===== config.mk =====
export PLATFORM = sky130hd
export DESIGN_NAME = ltx_serializer
export DESIGN_NICKNAME = d
export VERILOG_FILES = /design/src/rtl/ltx_pkg.sv /design/src/rtl/ltx_ctrl.sv /design/src/rtl/ltx_datapath.sv /design/src/rtl/ltx_serializer.sv
export SDC_FILE = /design/constraint.sdc
export NUM_CORES = 1
export LEC_CHECK = 0
export BUFFER_PORTS_ARGS = -buffer_cell sky130_fd_sc_hd__buf_2
export CAP_MARGIN = 30
export CORE_UTILIZATION = 50
export DETAILED_ROUTE_END_ITERATION = 10
export PLACE_DENSITY_LB_ADDON = 0.05
export SLEW_MARGIN = 40
export SYNTH_ARGS = -nofsm -noshare
export SYNTH_HDL_FRONTEND = slang
export SYNTH_HIERARCHICAL = 1
export SYNTH_SLANG_ARGS = --single-unit

===== constraint.sdc =====
create_clock -name clk -period 2.8 [get_ports clk]
set_input_delay 0.7 -clock clk [delete_from_list [all_inputs] [get_ports clk]]
set_output_delay 0.7 -clock clk [all_outputs]
set_load 0.02 [all_outputs]

===== src/rtl/ltx_pkg.sv =====
`timescale 1ns/1ps
package ltx_pkg;
  localparam int SLOT_W    = 7;
  localparam int SLOT_LO   = 0;
  localparam int SLOT_HI   = 1;
  localparam int SLOT_H0   = 2;
  localparam int SLOT_SC0  = 19;
  localparam int SLOT_SEQ  = 63;
  localparam int SLOT_FLAG = 67;
  localparam int SLOT_LAST = 68;

  typedef struct packed {
    logic              capture;
    logic              busy;
    logic [SLOT_W-1:0] slot;
  } ltx_strobe_t;
endpackage


===== src/rtl/ltx_ctrl.sv =====
`timescale 1ns/1ps
module ltx_ctrl
  import ltx_pkg::*;
#(
  parameter int CLK_DIV = 4
) (
  input  logic        clk,
  input  logic        rst,
  input  logic        lineStart,
  output ltx_strobe_t st
);
  localparam int DIV_W = (CLK_DIV > 1) ? $clog2(CLK_DIV) : 1;

  logic [DIV_W-1:0]  divCnt;
  logic [SLOT_W-1:0] slot;
  logic              busy;
  logic              slotTick;
  logic              capture;

  assign slotTick = (divCnt == DIV_W'(CLK_DIV - 1));
  assign capture  = lineStart && !busy;

  always_ff @(posedge clk) begin
    if (rst) begin
      busy   <= 1'b0;
      slot   <= '0;
      divCnt <= '0;
    end else if (capture) begin
      busy   <= 1'b1;
      slot   <= '0;
      divCnt <= '0;
    end else if (busy) begin
      if (slotTick) begin
        divCnt <= '0;
        if (slot == SLOT_W'(SLOT_LAST)) begin
          busy <= 1'b0;
          slot <= '0;
        end else begin
          slot <= slot + 1'b1;
        end
      end else begin
        divCnt <= divCnt + 1'b1;
      end
    end
  end

  always_comb begin
    st.capture = capture;
    st.busy    = busy;
    st.slot    = slot;
  end

  // the slot index never leaves the frame map
  a_r3_slot_bound: assert property (@(posedge clk) disable iff (rst)
    slot <= SLOT_W'(SLOT_LAST));

  // within a frame the slot either holds or moves up by one
  a_r3_slot_step: assert property (@(posedge clk) disable iff (rst)
    busy |=> (!busy || slot == $past(slot) || slot == $past(slot) + 1'b1));

  // a strobe during a running frame does not restart it
  a_r11_no_restart: assert property (@(posedge clk) disable iff (rst)
    (busy && lineStart && slot != '0 && slot != SLOT_W'(SLOT_LAST))
      |=> (busy && slot != '0));
endmodule


===== src/rtl/ltx_datapath.sv =====
`timescale 1ns/1ps
module ltx_datapath
  import ltx_pkg::*;
#(
  parameter int HINC_W  = 20,
  parameter int HINC_TX = 16,
  parameter int SC_W    = 24,
  parameter int SC_TX   = 23
) (
  input  logic              clk,
  input  logic              rst,
  input  ltx_strobe_t       st,
  input  logic [HINC_W-1:0] hIncr,
  input  logic [SC_W-1:0]   scIncr,
  input  logic              phaseResetReq,
  output logic              serOut
);
  localparam int HIDX_W = $clog2(HINC_TX);
  localparam int SIDX_W = $clog2(SC_TX);
  localparam int H_END  = SLOT_H0 + HINC_TX - 1;
  localparam int SC_END = SLOT_SC0 + SC_TX - 1;

  logic [HINC_TX-1:0] hShadow;
  logic [SC_TX-1:0]   scShadow;
  logic               pending;
  logic               frameFlag;
  logic               frameSeq;
  logic               seqState;
  logic [HIDX_W-1:0]  hIdx;
  logic [SIDX_W-1:0]  scIdx;
  logic               unusedBits;

  assign unusedBits = ^{hIncr[HINC_W-1:HINC_TX], scIncr[SC_W-1:SC_TX]};

  always_ff @(posedge clk) begin
    if (rst) begin
      hShadow   <= '0;
      scShadow  <= '0;
      pending   <= 1'b0;
      frameFlag <= 1'b1;
      frameSeq  <= 1'b0;
      seqState  <= 1'b0;
    end else begin
      pending <= phaseResetReq || (pending && !st.capture);
      if (st.capture) begin
        hShadow   <= hIncr[HINC_TX-1:0];
        scShadow  <= scIncr[SC_TX-1:0];
        frameFlag <= !pending;
        frameSeq  <= seqState;
        seqState  <= !seqState;
      end
    end
  end

  always_comb begin
    int s;
    s      = int'(st.slot);
    hIdx   = HIDX_W'(HINC_TX - 1 - (s - SLOT_H0));
    scIdx  = SIDX_W'(SC_TX - 1 - (s - SLOT_SC0));
    serOut = 1'b0;
    if (st.busy) begin
      if (s == SLOT_HI)                        serOut = 1'b1;
      else if (s >= SLOT_H0 && s <= H_END)     serOut = hShadow[hIdx];
      else if (s >= SLOT_SC0 && s <= SC_END)   serOut = scShadow[scIdx];
      else if (s == SLOT_SEQ)                  serOut = frameSeq;
      else if (s == SLOT_FLAG)                 serOut = frameFlag;
    end
  end

  // captured words stay fixed while a frame runs
  a_r10_shadow_hold: assert property (@(posedge clk) disable iff (rst)
    st.busy |=> ($stable(hShadow) && $stable(scShadow)));

  // a frame start consumes an earlier request
  a_r7_pending_consumed: assert property (@(posedge clk) disable iff (rst)
    (st.capture && !phaseResetReq) |=> !pending);

  // a request always leaves something pending
  a_r7_request_held: assert property (@(posedge clk) disable iff (rst)
    phaseResetReq |=> pending);

  // reset discards a pending request
  a_r1_reset_clear: assert property (@(posedge clk)
    rst |=> !pending);
endmodule


===== src/rtl/ltx_serializer.sv =====
`timescale 1ns/1ps
module ltx_serializer
  import ltx_pkg::*;
#(
  parameter int HINC_W  = 20,
  parameter int HINC_TX = 16,
  parameter int SC_W    = 24,
  parameter int SC_TX   = 23,
  parameter int CLK_DIV = 4
) (
  input  logic              clk,
  input  logic              rst,
  input  logic              lineStart,
  input  logic [HINC_W-1:0] hIncr,
  input  logic [SC_W-1:0]   scIncr,
  input  logic              phaseResetReq,
  output logic              serOut
);
  ltx_strobe_t st;

  ltx_ctrl #(.CLK_DIV(CLK_DIV)) u_ctrl (
    .clk       (clk),
    .rst       (rst),
    .lineStart (lineStart),
    .st        (st)
  );

  ltx_datapath #(
    .HINC_W (HINC_W),
    .HINC_TX(HINC_TX),
    .SC_W   (SC_W),
    .SC_TX  (SC_TX)
  ) u_dp (
    .clk          (clk),
    .rst          (rst),
    .st           (st),
    .hIncr        (hIncr),
    .scIncr       (scIncr),
    .phaseResetReq(phaseResetReq),
    .serOut       (serOut)
  );

  // the output is quiet in the cycle after any reset edge
  a_r12_reset_quiet: assert property (@(posedge clk)
    rst |=> !serOut);

  // a frame never begins without a strobe
  a_r2_no_spontaneous: assert property (@(posedge clk) disable iff (rst)
    (!st.busy && !lineStart) |=> !st.busy);
endmodule


==> impl_metrics.toml <==
[setup_path]
r2r_slack_ps = 900
cp-end-kind = "output pin"
critPathLaunchType = "register"
cp_slowest_stage_delay_ps = 500
required_ps = 2100
cp_cell_sequence = "inv_2 -> ha_4 -> buf_6 -> mux4_2 -> nand3_1 -> nand2_1 -> o41ai_2 -> a31oi_2 -> buf_4"
critical_path.top_delay_family = "multiplexers"
critical_path.max_fanout = 5
cp_num_buf_inv = 3
r2r-start = "u_ctrl/slot[0]"
worstRegToRegCells = 7
critPathKind = "register to output pin"
critPathArrivalTime_ps = 2250
critPathSlowestCell = "mux4_2"
crit-reg2reg-capture = "u_ctrl/slot[3]"

[timing]
hold-worst-slack_ps = 500
setup_tns_ps = -153
fin_skew_ps = 6.16
finalCriticalPeriod_ps = 2950
post-route-period-util = 1.05
rsz0062_at_grt = "true"
worst_slew_pin_slew_ps = 535
timing_hold_violations_final = 0
drv_slew = 0
setup_ws_ps = -153
slew_headroom = 0.643
setup_viol = 1
fmax_mhz = 339

[logic_synthesis]
yosys_warnings = 6
syn_nets = 334
ys_ff_latch = 53
ys.flop_type = "dfxtp_1"
synth_cell_types = 50
syn_avg_cell_area_sq_um = 9.49
syn_inst = 280
seq_area_frac_synth = 0.399
synth_area_sq_mm = 0.00266
async_flop_share = 0
synth_edf_count = 0

[global_routing]
grt_pass1_wl_mm = 8.29
antenna_found_initial = 0
grt_overflow = 0
grt_pass1_vias = 1740
grt_max_degree = 45
grtUsageTotal = 0.195

[cells_and_area]
antennaDiodeCount = 0
fin_area_sq_mm = 0.00313
finalNetCount = 374
final_cell_mix = "52 x nor2_1, 51 x dfxtp_1, 46 x mux2i_1, 42 x buf_2"
drive_above_1_share = 0.287
fillerInstances = 455
layout_commonest_cell = "nor2_1"
synthToLayoutAreaGrowth_pct = 18.0

[drt]
dr_total_vias = 2071
wl_mm = 5.28
drc = 0
viasPerCell = 5.30
drt_first_iter_violations = 138
drtAntennaViolNets = 0
drt-wirelength-per-cell_microns = 13.5
firstDrtPassIters = 5

[die]
die-area_sq_mm = 0.00561
core_sq_mm = 0.00511
ioPinCount = 49
die_w_microns = 74.9
num_rows = 26
die_h_microns = 74.9
initial_core_util = 0.520

[pwr]
irDropWorstVdd_mv = 0.316
power_density_mw_per_mm2 = 450
p_leak_uw = 0.00126

[worst_hold_path]
min_path_type = "register to register"
whs_endpoint = "u_dp/pending"
min_path_cells = 2
min_from = "u_dp/pending"

[cts]
clock_path_buffers = 2
cts_max_level = 2
hold_buffers = 0
cts_tree = "built"
clkLatencyLatePin_ps = 310
post_cts_buffers = 0
path_clk_slew_ps = 100
cts_buffers = 5
cts-root-buf = "clkbuf_8"
cts.sink_count = 53

[placement]
placed_area_sq_mm = 0.00297
portBuffers = 43
place_congestion = 0.745
place_ws_ps = 11.7
hpwl_mm = 3.61

[status]
violations = "setup timing"
outcome = "finished, violations left"

[flow_run]
cap_violations = 0
[per-layer routing]
layer  wire, microns  GRT usage  up-vias
met5               0          0        -
met4              22     0.0440        0
met3             200     0.0402        2
met2            2400      0.309       40
met1            2650      0.275      961
li1                -          -     1068
[report_power, final]
| part | switching, uW | internal [uW] | leakage, uW | total [uW] |
|---|---|---|---|---|
| sequential | 23.7 | 793 | 0.000436 | 817 |
| clock | 261 | 178 | 0.0000445 | 439 |
| combinational | 71.2 | 83.2 | 0.000782 | 154 |
[how the worst max path moves through the flow]
stage                              start     end  slack, ps  cells after the start
final                     u_ctrl/slot[1]  serOut       -150                      9
after global placement    u_ctrl/slot[1]  serOut         10                      9
after floorplan           u_ctrl/slot[1]  serOut          9                      9
after detailed placement  u_ctrl/slot[1]  serOut         10                      9
after global routing      u_ctrl/slot[1]  serOut       -240                      9
after CTS                 u_ctrl/slot[1]  serOut       -170                      8
[final cells by class]
| cell class | instances | area (sq um) | area share |
|---|---|---|---|
| Timing Repair Buffer | 55 | 324 | 0.103 |
| Multi-Input combinational cell | 195 | 1530 | 0.489 |
| Tap cell | 70 | 87.6 | 0.0279 |
| Inverter | 10 | 37.5 | 0.0120 |
| Sequential cell | 53 | 1060 | 0.339 |
| Clock inverter | 3 | 21.3 | 0.00679 |
| Clock buffer | 5 | 68.8 | 0.0220 |
[state kept, by name, summed over array words and instances (netlist names)]
register        cells
u_dp/pending        1
u_dp/scShadow      23
u_dp/hShadow       16
u_dp/frameFlag      1
u_ctrl/busy         1
u_ctrl/slot         7
u_ctrl/divCnt       2
u_dp/frameSeq       1
u_dp/seqState       1
[Yosys cell counts (3+ instances only)]
| cell | count | area (sq um) |
|---|---|---|
| a21oi_1 | 6 | 30.0 |
| and3_1 | 3 | 18.8 |
| buf_2 | 5 | 25.0 |
| clkbuf_1 | 13 | 48.8 |
| dfxtp_1 | 53 | 1060 |
| ha_1 | 6 | 75.1 |
| inv_1 | 10 | 37.5 |
| mux2i_1 | 46 | 460 |
| mux4_2 | 5 | 113 |
| nand2_1 | 11 | 41.3 |
| nand2b_1 | 4 | 25.0 |
| nand3_1 | 6 | 30.0 |
| nor2_1 | 52 | 195 |
| nor3_1 | 3 | 15.0 |
| o21ai_0 | 9 | 45.0 |
| xnor2_1 | 3 | 26.3 |
[through the flow]
| stage | instances | utilization | total power, uW |
|---|---|---|---|
| floorplan | 280 | - | 939 |
| finish | 391 | 0.614 | 1410 |
| global route | 391 | 0.614 | 1470 |
| CTS | 391 | 0.606 | 1430 |
| global placement | 383 | 0.581 | 986 |
| detailed placement | 383 | 0.581 | 990 |
[logic make-up after synthesis]
| family | Yosys count | synth area share |
|---|---|---|
| simple gates | 95 | 0.173 |
| mux | 54 | 0.234 |
| flops | 53 | 0.399 |
| compound gates | 36 | 0.0989 |
| buf+inv | 32 | 0.0532 |
| fa+ha+maj | 6 | 0.0283 |
| xor+xnor | 4 | 0.0132 |
[worst register-to-register path, delay by kind of cell, from the launching register on]
family	cells	cell delay [ps]
flops	1	370
simple gates	2	650
buf+inv	3	500
fa+ha+maj	1	200
compound gates	1	120
[what timing repair did]
action	CTS	global route
setup endpoints to repair	1	1
endpoints found under the hold margin	0	0
gates resized for setup	10	6
pin swaps	5	1
Power figures use the tool's default switching activity.
